`src/rtl/pwr_wake_pkg.sv`:
```
package pwr_wake_pkg;
   typedef struct packed {
      logic to;
      logic pd;
      logic pwf;
      logic cwf;
   } cause_t;

   localparam cause_t CAUSE_POR = '{to: 1'b1, pd: 1'b1, pwf: 1'b0, cwf: 1'b0};
endpackage

```
`src/rtl/pwr_wake_det.sv`:
```
module pwr_wake_det #(
   parameter int PIN_W = 3
) (
   input  logic             clk,
   input  logic             por_n,
   input  logic             capture,
   input  logic             armed,
   input  logic             pin_en,
   input  logic [PIN_W-1:0] pins,
   input  logic             cmp_en,
   input  logic             cmp,
   output logic             pin_hit,
   output logic             cmp_hit
);
   logic [PIN_W-1:0] snap_pins;
   logic             snap_cmp;
   logic [PIN_W-1:0] diff;

   always_ff @(posedge clk or negedge por_n) begin
      if (!por_n) begin
         snap_pins <= '0;
         snap_cmp  <= 1'b0;
      end else if (capture) begin
         snap_pins <= pins;
         snap_cmp  <= cmp;
      end
   end

   for (genvar i = 0; i < PIN_W; i++) begin : g_cmp_bit
      assign diff[i] = pins[i] ^ snap_pins[i];
   end

   assign pin_hit = armed & pin_en & (|diff);
   assign cmp_hit = armed & cmp_en & (cmp ^ snap_cmp);
endmodule

```
`src/rtl/pwr_drt.sv`:
```
module pwr_drt #(
   parameter int DRT_CYCLES  = 64,
   parameter bit OSC_CRYSTAL = 1'b1
) (
   input  logic clk,
   input  logic por_n,
   input  logic load,
   output logic busy
);
   localparam int CNT_W = $clog2(DRT_CYCLES + 1);
   localparam logic [CNT_W-1:0] FULL = CNT_W'(DRT_CYCLES);

   logic [CNT_W-1:0] reload;
   logic [CNT_W-1:0] cnt;

   if (OSC_CRYSTAL) begin : g_xtal
      assign reload = FULL;
   end else begin : g_rc
      assign reload = CNT_W'(1);
   end

   always_ff @(posedge clk or negedge por_n) begin
      if (!por_n)
         cnt <= FULL;
      else if (load)
         cnt <= reload;
      else if (cnt != '0)
         cnt <= cnt - CNT_W'(1);
   end

   assign busy = (cnt != '0);
endmodule

```
`src/rtl/pwr_cause.sv`:
```
module pwr_cause
   import pwr_wake_pkg::*;
(
   input  logic   clk,
   input  logic   por_n,
   input  logic   ev_ext,
   input  logic   ev_wdt,
   input  logic   ev_pin,
   input  logic   ev_cmp,
   input  logic   ev_sleep,
   output cause_t cause
);
   always_ff @(posedge clk or negedge por_n) begin
      if (!por_n) begin
         cause <= CAUSE_POR;
      end else if (ev_ext) begin
         cause.pwf <= 1'b0;
         cause.cwf <= 1'b0;
      end else if (ev_wdt) begin
         cause.to  <= 1'b0;
         cause.pwf <= 1'b0;
         cause.cwf <= 1'b0;
      end else if (ev_pin || ev_cmp) begin
         cause.pwf <= ev_pin;
         cause.cwf <= ev_cmp;
      end else if (ev_sleep) begin
         cause.to <= 1'b1;
         cause.pd <= 1'b0;
      end
   end
endmodule

```
`src/rtl/pwr_wake_ctl.sv`:
```
module pwr_wake_ctl
   import pwr_wake_pkg::*;
#(
   parameter int PIN_W       = 3,
   parameter int DRT_CYCLES  = 64,
   parameter bit OSC_CRYSTAL = 1'b1
) (
   input  logic             clk,
   input  logic             por_n,
   input  logic             ext_rst_n,
   input  logic             sleep_cmd,
   input  logic             wdt_en,
   input  logic             wdt_timeout,
   input  logic             pin_wake_en,
   input  logic [PIN_W-1:0] pins_in,
   input  logic             cmp_wake_en,
   input  logic             cmp_in,
   output logic             osc_off,
   output logic             wdt_clr,
   output logic             dev_rst,
   output logic             st_to,
   output logic             st_pd,
   output logic             st_pwf,
   output logic             st_cwf
);
   if (PIN_W < 1) begin : g_bad_pin_w
      $error("pwr_wake_ctl: PIN_W must be at least 1");
   end
   if (DRT_CYCLES < 1) begin : g_bad_drt
      $error("pwr_wake_ctl: DRT_CYCLES must be at least 1");
   end

   logic   sleep_q, clr_q;
   logic   ev_ext, ev_wdt, ev_pin, ev_cmp, ev_sleep, trig;
   cause_t cause;

   assign ev_ext   = ~ext_rst_n;
   assign ev_wdt   = wdt_en & wdt_timeout;
   assign ev_sleep = sleep_cmd & ~sleep_q & ~dev_rst & ~ev_ext & ~ev_wdt;
   assign trig     = ev_ext | ev_wdt | ev_pin | ev_cmp;

   pwr_wake_det #(.PIN_W(PIN_W)) u_det (
      .clk     (clk),
      .por_n   (por_n),
      .capture (ev_sleep),
      .armed   (sleep_q),
      .pin_en  (pin_wake_en),
      .pins    (pins_in),
      .cmp_en  (cmp_wake_en),
      .cmp     (cmp_in),
      .pin_hit (ev_pin),
      .cmp_hit (ev_cmp)
   );

   pwr_drt #(.DRT_CYCLES(DRT_CYCLES), .OSC_CRYSTAL(OSC_CRYSTAL)) u_drt (
      .clk   (clk),
      .por_n (por_n),
      .load  (trig),
      .busy  (dev_rst)
   );

   pwr_cause u_cause (
      .clk      (clk),
      .por_n    (por_n),
      .ev_ext   (ev_ext),
      .ev_wdt   (ev_wdt),
      .ev_pin   (ev_pin),
      .ev_cmp   (ev_cmp),
      .ev_sleep (ev_sleep),
      .cause    (cause)
   );

   always_ff @(posedge clk or negedge por_n) begin
      if (!por_n) begin
         sleep_q <= 1'b0;
         clr_q   <= 1'b0;
      end else begin
         clr_q <= ev_sleep;
         if (trig)
            sleep_q <= 1'b0;
         else if (ev_sleep)
            sleep_q <= 1'b1;
      end
   end

   assign osc_off = sleep_q;
   assign wdt_clr = clr_q;
   assign st_to   = cause.to;
   assign st_pd   = cause.pd;
   assign st_pwf  = cause.pwf;
   assign st_cwf  = cause.cwf;
endmodule

```
`config.mk`:
```
export PLATFORM = sky130hd
export DESIGN_NAME = pwr_wake_ctl
export DESIGN_NICKNAME = d
export VERILOG_FILES = /design/src/rtl/pwr_wake_pkg.sv /design/src/rtl/pwr_wake_det.sv /design/src/rtl/pwr_drt.sv /design/src/rtl/pwr_cause.sv /design/src/rtl/pwr_wake_ctl.sv
export SDC_FILE = /design/constraint.sdc
export NUM_CORES = 1
export LEC_CHECK = 0
export ABC_AREA = 1
export BUFFER_PORTS_ARGS = -buffer_cell sky130_fd_sc_hd__buf_2
export CAP_MARGIN = 20
export CELL_PAD_IN_SITES_DETAIL_PLACEMENT = 0
export CELL_PAD_IN_SITES_GLOBAL_PLACEMENT = 1
export CORE_MARGIN = 3
export CORE_UTILIZATION = 34
export DETAILED_ROUTE_END_ITERATION = 10
export PLACE_DENSITY_LB_ADDON = 0.05
export REMOVE_ABC_BUFFERS = 1
export SLEW_MARGIN = 5
export SYNTH_ARGS = -nofsm -noshare
export SYNTH_HDL_FRONTEND = slang
export SYNTH_HIERARCHICAL = 1
export SYNTH_SLANG_ARGS = --single-unit
```
`constraint.sdc`:
```
create_clock -name clk -period 1.8 [get_ports clk]
set_input_delay 0.27 -clock clk [delete_from_list [all_inputs] [get_ports clk]]
set_output_delay 0.27 -clock clk [all_outputs]
set_load 0.02 [all_outputs]
```
==> results of run 1 <==
==> cell type report <==
type | instances | area, µm²
clock buffers | 4 | 26.3
fillers | 273 | 1390
inverters | 30 | 113
multi-input cells | 78 | 413
flip-flops and latches | 17 | 429
well taps | 30 | 37.5
repair buffers | 24 | 138
==> cells in the mapped netlist <==
cell type  instances  area [µm²]
nand4_1            2        12.5
inv_1             28         105
nand2_1           32         120
nand4_2            1        12.5
o21ai_1            2        10.0
nand2_2            2        12.5
o21ai_0            4        20.0
nor2_4             2        22.5
nand3_2            1        10.0
a21oi_1            3        15.0
or2_2              1        6.26
nand3_1            7        35.0
mux2_4             1        15.0
a21oi_2            2        17.5
nor2_1            12        45.0
inv_2              2        7.51
ha_1               1        12.5
dfrtp_1           14         350
nor2_2             5        31.3
dfstp_2            3        78.8
==> report_power, final <==
part,internal [mW],leakage (nW),switching [mW]
combinational,0.145,0.416,0.199
sequential,0.467,0.210,0.0581
clock,0.0862,0.0150,0.114
total,0.699,0.641,0.371
==> logic make-up (layout without fill, tap and decap cells) <==
group	after synthesis	count (layout)	share of synthesized area, %
AND/OR/NAND/NOR	65	65	32.8
buffers and inverters	30	58	12.0
flip-flops	17	17	45.7
AO/OA/AOI/OAI	11	11	6.66
adder cells (fa/ha/maj)	1	1	1.33
multiplexers	1	1	1.60
==> state kept, by name, indices dropped and copies added, names as in the netlist <==
signal,cells
u_cause/cause,4
u_det/snap_cmp,1
u_det/snap_pins,3
osc_off,1
u_drt/cnt,7
wdt_clr,1
==> per-layer routing <==
metal,part of all wire [%],up-vias,track usage [%],routed length [µm]
li1,-,434,-,-
met3,5.8,2,5.04,108
met5,0,-,0,0
met2,46,15,20.7,855
met4,0.70,0,3.88,13
met1,47,354,15.8,872
==> worst max-delay path: cells and delay by family (launching register included) <==
| kind | cells | cell delay (ps) |
|---|---|---|
| buf+inv | 4 | 430 |
| flops | 1 | 410 |
| simple gates | 2 | 150 |
| fa+ha+maj | 1 | 130 |
==> layout by cell type, fill, tap and decap left out, types with 3 or more instances in the layout <==
cell / count
nor2_2: 6
a21oi_1: 3
nand2_1: 32
nor2_1: 11
dfstp_2: 3
clkbuf_4: 3
nand3_1: 7
inv_1: 25
dfrtp_1: 14
o21ai_0: 4
buf_4: 5
inv_2: 5
buf_2: 18
==> per-stage QoR <==
step	std cells	power, mW
2_1_floorplan	125	0.766
3_3_place_gp	178	0.859
3_5_place_dp	178	0.870
4_1_cts	183	1.08
5_1_grt	183	1.17
6_report	183	1.07
==> what timing repair did <==
item                                    CTS  global route
resized for setup                         0             6
hold buffers                              1             0
endpoints found under the setup margin    0            10
setup buffers                             0             0
hold endpoints to repair                 14             0
==> final timing paths <==
path,end,slack (ps),cells after the start
setup reg to reg,u_drt/cnt[4]$_DFFE_PN0P_,210,12
hold / removal,u_det/snap_pins[0]$_DFFE_PN0P_,210,3
setup / recovery,dev_rst,120,7
min in group asynchronous,u_drt/cnt[4]$_DFFE_PN0P_,420,2
hold reg to reg,u_cause/cause[2]$_DFFE_PN1P_,450,2
max in group asynchronous,u_cause/cause[2]$_DFFE_PN1P_,1070,2
==> impl_metrics.ini, run 1 <==
[worst_hold_path]
worstHoldStart = pins_in[0]
min-delay-path-class = in2reg

[clock_tree]
cts.path.max_buffers = 2
clkLatencyLatePin_ps = 290
root_buffer = clkbuf_4
clk_pin_slew_ps = 90
numCtsBuffers = 3
htreeDepth = 1
cts_tree = built
cts_num_sinks = 17

[worst_setup_path]
critPathMaxStageDelay_ps = 410
crit_slowest_cell = dfrtp_1
required_ps = 1530
arrival_ps = 1410
startpoint = u_drt/cnt[1]$_DFFE_PN0P_
timing.rr.start = u_det/snap_pins[0]$_DFFE_PN0P_
critPathLaunchType = flip-flop
criticalPathCategory = reg2out
path_cells = inv_2 > ha_4 > inv_2 > nor2_4 > nand3_2 > buf_4 > buf_2
critPathCaptureType = primary output
cp_common_cell = inv_2
cp_max_fo = 5

[status]
status = completed

[routing]
postRouteAntennaNets = 0
dr_total_vias = 805
wl_per_cell_um = 10.1
totalWireLength_um = 1850
drt-pass1-iter-count = 4
drtIter0Drc = 11
drc = 0
vias_per_cell = 4.40

[floorplan]
fp.dieH_um = 58.6
io_pins = 19
initial_core_util_pct = 36.9
coreArea_um2 = 2540
die_area_um2 = 3430
die-width_um = 58.6
num_rows = 18

[timing]
final.setup_skew_ps = 2.37
fin_crit_sh_pct = 93.5
final.min_clock_period_ps = 1680
fmax_ghz = 0.594
worst_slew_pin_slew_ps = 382
slew_violations = 0
rsz0062_at_grt = no
setup_viol = 0
setup_slack_ps = 117
slew-limit-headroom_pct = 74.5
timing_hold_violations_final = 0
hold_slack_ps = 211
finalSetupTns_ps = 0

[placement]
place_hpwl_um = 1480
portBuffers = 18
dpl_cell_area_um2 = 1100
place_congestion = 0.713
place_ws_ps = 138

[cells_and_area]
synthToLayoutAreaGrowth_pct = 23.0
n_antenna_cell = 0
utilization_pct = 45.4
nets = 167
drive_above_1_share_pct = 33.3
finish.instance_area_um2 = 1160

[pwr]
p_leak_nw = 0.641
ir_worst_vdd_v = 0.000465
pwr_density_cell_nw_per_um2 = 925

[global_routing]
grt_pass1_wl_um = 3320
antenna_found_initial = 0
grt_max_degree = 18
grt_use_total_pct = 12.8
overflow = 0
grt_pass1_vias = 801

[yosys]
synth-seq-cells = 17
ys_warn_count = 6
seq_area_frac_synth_pct = 45.7
postSynthAreaPerCell_um2 = 7.52
synth_cell_types = 20
synth_area_um2 = 940
syn_inst = 125

[flow_run]
drv_cap = 0
Note: power is estimated with default switching activity, not from simulation.
==> inputs of run 2 (changes only) <==
--- a/config.mk
+++ b/config.mk
@@ -11,7 +11,7 @@
 export CELL_PAD_IN_SITES_DETAIL_PLACEMENT = 0
 export CELL_PAD_IN_SITES_GLOBAL_PLACEMENT = 1
 export CORE_MARGIN = 3
-export CORE_UTILIZATION = 34
+export CORE_UTILIZATION = 41
 export DETAILED_ROUTE_END_ITERATION = 10
 export PLACE_DENSITY_LB_ADDON = 0.05
 export REMOVE_ABC_BUFFERS = 1
==> constraint.sdc (replaced) <==
create_clock -name clk -period 2.1 [get_ports clk]
set_input_delay 0.315 -clock clk [delete_from_list [all_inputs] [get_ports clk]]
set_output_delay 0.315 -clock clk [all_outputs]
set_load 0.02 [all_outputs]
==> run 2 against run 1 <==
Net effect: clock power is 17% lower; non-clock buffer count decreased by 3; largest cell class unchanged; via count shrank 2.5%; critical endpoint is now u_det/snap_cmp$_DFFE_PN0P_; largest power group unchanged.
==> impl_metrics.ini, run 2 (synthesized netlist as in run 1, its figures left out) <==
[cells_and_area]
nets = 164
top_regs = u_drt/cnt (7), u_cause/cause (4), u_det/snap_pins (3)
largest_register_ff_count = 7
drive_above_1_share_pct = 29.3
n_antenna_cell = 0
final_common_cell = nand2_1
synthToLayoutAreaGrowth_pct = 18.9
regMostFlops = u_drt/cnt
layout_common_cells = nand2_1, inv_1, buf_2

[worst_setup_path]
r2r_slack_ps = 230
critPathMaxStageDelay_ps = 370
critPathLaunchType = flip-flop
criticalPathCategory = reg2reg
cp_max_fo = 6
arrival_ps = 2040
timing.rr.start = u_drt/cnt[0]$_DFFE_PN0P_
crit_slowest_cell = dfrtp_1
critical_path.reg2reg.endpoint = u_det/snap_cmp$_DFFE_PN0P_
required_ps = 2270
critPathCaptureType = flip-flop
path_cells = inv_1 > ha_1 > inv_2 > nor2_4 > nand3_2 > nor2_1 > nand3_1 > nor2_2 > mux2_4
r2r_cells = 9

[global_routing]
overflow = 0
grt_use_total_pct = 14.0
grt_pass1_vias = 708
antenna_found_initial = 0
grt_max_degree = 18
grt_pass1_wl_um = 2920

[clock_tree]
cts_tree = built
cts_num_sinks = 17
clk_pin_slew_ps = 90
htreeDepth = 1
root_buffer = clkbuf_4
clkLatencyLatePin_ps = 280
cts.path.max_buffers = 2
numCtsBuffers = 3

[worst_hold_path]
whs_endpoint = u_det/snap_pins[2]$_DFFE_PN0P_
min-delay-path-class = in2reg
holdPathStages = 3
worstHoldStart = pins_in[2]

[timing]
slew_violations = 0
worst_slew_pin_slew_ps = 382
finalSetupTns_ps = 0
final.min_clock_period_ps = 1870
slew-limit-headroom_pct = 74.5
fmax_ghz = 0.534
setup_viol = 0
setup_slack_ps = 227
fin_crit_sh_pct = 89.2
final.setup_skew_ps = 2.27
timing_hold_violations_final = 0

[routing]
met2_wirelength_um = 760
drtIter0Drc = 13
wl_per_cell_um = 9.79
totalWireLength_um = 1730
dr_total_vias = 785
highest_layer = met4
postRouteAntennaNets = 0
drc = 0
drt-pass1-iter-count = 4
wl_met1_um = 879
vias_per_cell = 4.44
wl_met3_um = 73

[pwr]
pwr_density_cell_nw_per_um2 = 793
p_leak_nw = 0.630
ir_worst_vdd_v = 0.000381

[floorplan]
fp.dieH_um = 53.9
coreArea_um2 = 2060
initial_core_util_pct = 45.6
die_area_um2 = 2900
io_pins = 19
num_rows = 16
die-width_um = 53.9

[flow_run]
drv_cap = 0

[placement]
place_ws_ps = 164
place_congestion = 0.731
place_hpwl_um = 1370
portBuffers = 18

[status]
status = completed
-- run 2: cell count changes in the layout (fill, tap and decap cells not counted), sizes merged --
cell	delta
buf	-3
-- run 2: worst max-delay path: cells and delay by family (launching register included) --
family | cells | cell delay [ps]
buffers and inverters | 2 | 210
adders and majority gates | 1 | 270
muxes | 1 | 320
DFF | 1 | 370
and+or+nand+nor | 5 | 600
-- run 2: worst max-delay path by stage --
| stage | start | to | slack [ps] | depth (start not counted) |
|---|---|---|---|---|
| floorplan | u_drt/cnt[0]$_DFFE_PN0P_ | u_det/snap_cmp$_DFFE_PN0P_ | 100 | 9 |
| global placement | u_drt/cnt[0]$_DFFE_PN0P_ | u_cause/cause[3]$_DFFE_PN1P_ | 260 | 12 |
| detailed placement | u_drt/cnt[0]$_DFFE_PN0P_ | u_det/snap_cmp$_DFFE_PN0P_ | 160 | 9 |
| CTS | u_drt/cnt[0]$_DFFE_PN0P_ | u_cause/cause[3]$_DFFE_PN1P_ | 140 | 12 |
| global route | u_drt/cnt[0]$_DFFE_PN0P_ | u_cause/cause[3]$_DFFE_PN1P_ | -2 | 12 |
| finish | u_drt/cnt[0]$_DFFE_PN0P_ | u_det/snap_cmp$_DFFE_PN0P_ | 230 | 9 |
-- run 2: report_power, final --
part,internal [mW],switching [mW],total (mW)
Clock,0.0736,0.0932,0.167
Combinational,0.108,0.163,0.271
Sequential,0.401,0.0479,0.448
-- run 2: final cells by class --
cell class                 instances  area (µm²)
sequential                        17         429
timing repair buffer              21         115
inverter                          30         113
clock buffer                       4        26.3
fill                             205         945
multi-input combinational         78         400
tap                               27        33.8
-- run 2: per-layer routing --
metal	up-vias	GRT usage (%)
met5	-	0
met4	0	5.11
met3	2	3.32
met2	13	20.6
met1	347	20.0
li1	423	-
-- run 2: repair_timing --
item / 4_1_cts / 5_1_grt
setup buffers: 0 / 0
setup endpoints to repair: 0 / 3
hold buffers: 1 / 0
endpoints found under the hold margin: 14 / 0
resized for setup: 0 / 1
-- run 2: through the flow --
step	power (mW)	cells	hold WS [ps]	area, µm²	utilization (%)
2_1_floorplan	0.657	125	19.4	940	-
3_3_place_gp	0.723	172	258	1080	52.3
3_5_place_dp	0.727	172	260	1080	52.3
6_report	0.886	177	268	1120	54.2
4_1_cts	0.903	177	260	1110	54.1
5_1_grt	0.966	177	269	1120	54.2
==> inputs of run 3 (changes only) <==
--- a/config.mk
+++ b/config.mk
@@ -11,11 +11,10 @@
 export CELL_PAD_IN_SITES_DETAIL_PLACEMENT = 0
 export CELL_PAD_IN_SITES_GLOBAL_PLACEMENT = 1
 export CORE_MARGIN = 3
-export CORE_UTILIZATION = 41
+export CORE_UTILIZATION = 38
 export DETAILED_ROUTE_END_ITERATION = 10
 export PLACE_DENSITY_LB_ADDON = 0.05
 export REMOVE_ABC_BUFFERS = 1
-export SLEW_MARGIN = 5
 export SYNTH_ARGS = -nofsm -noshare
 export SYNTH_HDL_FRONTEND = slang
 export SYNTH_HIERARCHICAL = 1
==> constraint.sdc (replaced) <==
create_clock -name clk -period 2.08 [get_ports clk]
set_input_delay 0.312 -clock clk [delete_from_list [all_inputs] [get_ports clk]]
set_output_delay 0.312 -clock clk [all_outputs]
set_load 0.02 [all_outputs]
==> run 3 against run 2 <==
Net effect: clock skew up 1.5 ps; via count grew 1.1%; register-to-register slack better by 70 ps; wire length up 5.5%; sequential power grew 2%; hold slack got worse by 17 ps.
==> impl_metrics.ini, run 3 (synthesized netlist as in run 1, its figures left out) <==
[status]
status = completed

[routing]
postRouteAntennaNets = 0
drtIter0Drc = 25
dr_total_vias = 794
drt-pass1-iter-count = 4
drc = 0
wl_per_cell_um = 10.2
vias_per_cell = 4.44
totalWireLength_um = 1830

[timing]
final.setup_skew_ps = 3.72
slew-limit-headroom_pct = 74.2
final.min_clock_period_ps = 1780
fin_crit_sh_pct = 85.8
finalSetupTns_ps = 0
fmax_ghz = 0.560
setup_slack_ps = 295
rsz0062_at_grt = no
timing_hold_violations_final = 0
slew_violations = 0
worst_slew_pin_slew_ps = 388
setup_viol = 0

[pwr]
p_switching_mw = 0.319
seqPwrFrac_pct = 50.0
pwr-share-clk_pct = 19.2
ir_worst_vdd_v = 0.000427
swShare_pct = 35.0
p_comb_share_pct = 30.8
pwr_density_cell_nw_per_um2 = 808
p_leak_nw = 0.634
p_int_mw = 0.591

[worst_setup_path]
cp_max_fo = 6
path_cells = inv_1 > ha_1 > inv_2 > nor2_4 > nand3_2 > nor2_1 > nand3_1 > nor2_2 > inv_1 > nor2_2 > nand2_1 > a21oi_2
critical_path.reg2reg.endpoint = u_cause/cause[3]$_DFFE_PN1P_
critPathMaxStageDelay_ps = 400
r2r_slack_ps = 300
critPathLaunchType = flip-flop
startpoint = u_drt/cnt[1]$_DFFE_PN0P_
timing.rr.start = u_drt/cnt[1]$_DFFE_PN0P_
critPathTopFamily = simple AND/OR/NAND/NOR gates
r2r_cells = 12
path_buf_inv = 3
required_ps = 2310
critPathCaptureType = flip-flop
arrival_ps = 2010
criticalPathCategory = reg2reg
crit_slowest_cell = dfrtp_1

[clock_tree]
cts_num_sinks = 17
htreeDepth = 1
cts_tree = built
cts.path.max_buffers = 2
postCtsSetupRepairBufs = 0
clk_pin_slew_ps = 100
numCtsBuffers = 3
clkLatencyLatePin_ps = 290
root_buffer = clkbuf_4

[global_routing]
overflow = 0
grt_pass1_vias = 728
grt_max_degree = 18
grt_use_total_pct = 13.0
grt_pass1_wl_um = 3170
antenna_found_initial = 0

[cells_and_area]
final_common_cell = nand2_1
synthToLayoutAreaGrowth_pct = 19.8
n_antenna_cell = 0
nets = 165
layout_common_cells = nand2_1, inv_1, buf_2
regMostFlops = u_drt/cnt
multi_input_area_um2 = 400
drive_above_1_share_pct = 29.8
num-fill-cells = 240
largest_register_ff_count = 7
regArea_um2 = 429
top_regs = u_drt/cnt (7), u_cause/cause (4), u_det/snap_pins (3)

[floorplan]
num_rows = 17
io_pins = 19
die-width_um = 55.7
coreArea_um2 = 2280
fp.dieH_um = 55.7
initial_core_util_pct = 41.3
die_area_um2 = 3110

[worst_hold_path]
min-delay-path-class = in2reg
worstHoldStart = pins_in[0]
whs_endpoint = u_det/snap_pins[0]$_DFFE_PN0P_
holdPathStages = 3

[placement]
place_congestion = 0.746
place_ws_ps = 193
place_hpwl_um = 1470
portBuffers = 18

[flow_run]
drv_cap = 0
## run 3: layout make-up
class / instances / area share [%]
tap: 28 / 3.11
inverter: 30 / 10.0
timing repair buffer: 22 / 10.9
clock buffer: 4 / 2.33
sequential: 17 / 38.1
multi-input combinational: 78 / 35.6
## run 3: worst min-delay path: stages
cell,delay (ps)
buf_2,100
nand2_1,40
o21ai_0,60
## run 3: per-stage QoR
| step | util [%] | cell area (µm²) | hold WS (ps) | power, mW | instances |
|---|---|---|---|---|---|
| finish | 49.5 | 1130 | 252 | 0.910 | 179 |
| global route | 49.5 | 1130 | 232 | 0.993 | 179 |
| CTS | 49.4 | 1120 | 242 | 0.926 | 179 |
| detailed placement | 47.8 | 1090 | 265 | 0.743 | 174 |
| global placement | 47.8 | 1090 | 263 | 0.738 | 174 |
| floorplan | - | 940 | 16.4 | 0.663 | 125 |
## run 3: power groups by stage
stage          Combinational, mW  Clock, mW  Sequential (mW)
6_report                   0.280      0.175            0.455
5_1_grt                    0.321      0.209            0.463
4_1_cts                    0.285      0.187            0.454
3_5_place_dp               0.282          0            0.461
3_3_place_gp               0.278          0            0.461
2_1_floorplan              0.201          0            0.462
## run 3: timing repair
action | in CTS | in global routing
endpoints found under the hold margin | 14 | 0
hold buffers | 1 | 0
resized for setup | 0 | 1
setup endpoints to repair | 0 | 1
## run 3: per-layer routing
layer / vias up / share of wire (%) / track usage (%) / routed length (µm)
met3: 2 / 6.1 / 5.34 / 112
met1: 350 / 50 / 18.3 / 919
met4: 0 / 0.71 / 3.13 / 13
li1: 427 / - / - / -
met2: 15 / 43 / 18.2 / 782
met5: - / 0 / 0 / 0
## run 3: worst max path at each step
stage,to,slack [ps],cells past startpoint
after floorplan,u_det/snap_cmp$_DFFE_PN0P_,80,9
after global placement,u_det/snap_cmp$_DFFE_PN0P_,300,9
after detailed placement,u_cause/cause[3]$_DFFE_PN1P_,190,12
after CTS,u_cause/cause[3]$_DFFE_PN1P_,170,12
after global routing,u_cause/cause[3]$_DFFE_PN1P_,60,12
final,u_cause/cause[3]$_DFFE_PN1P_,300,12
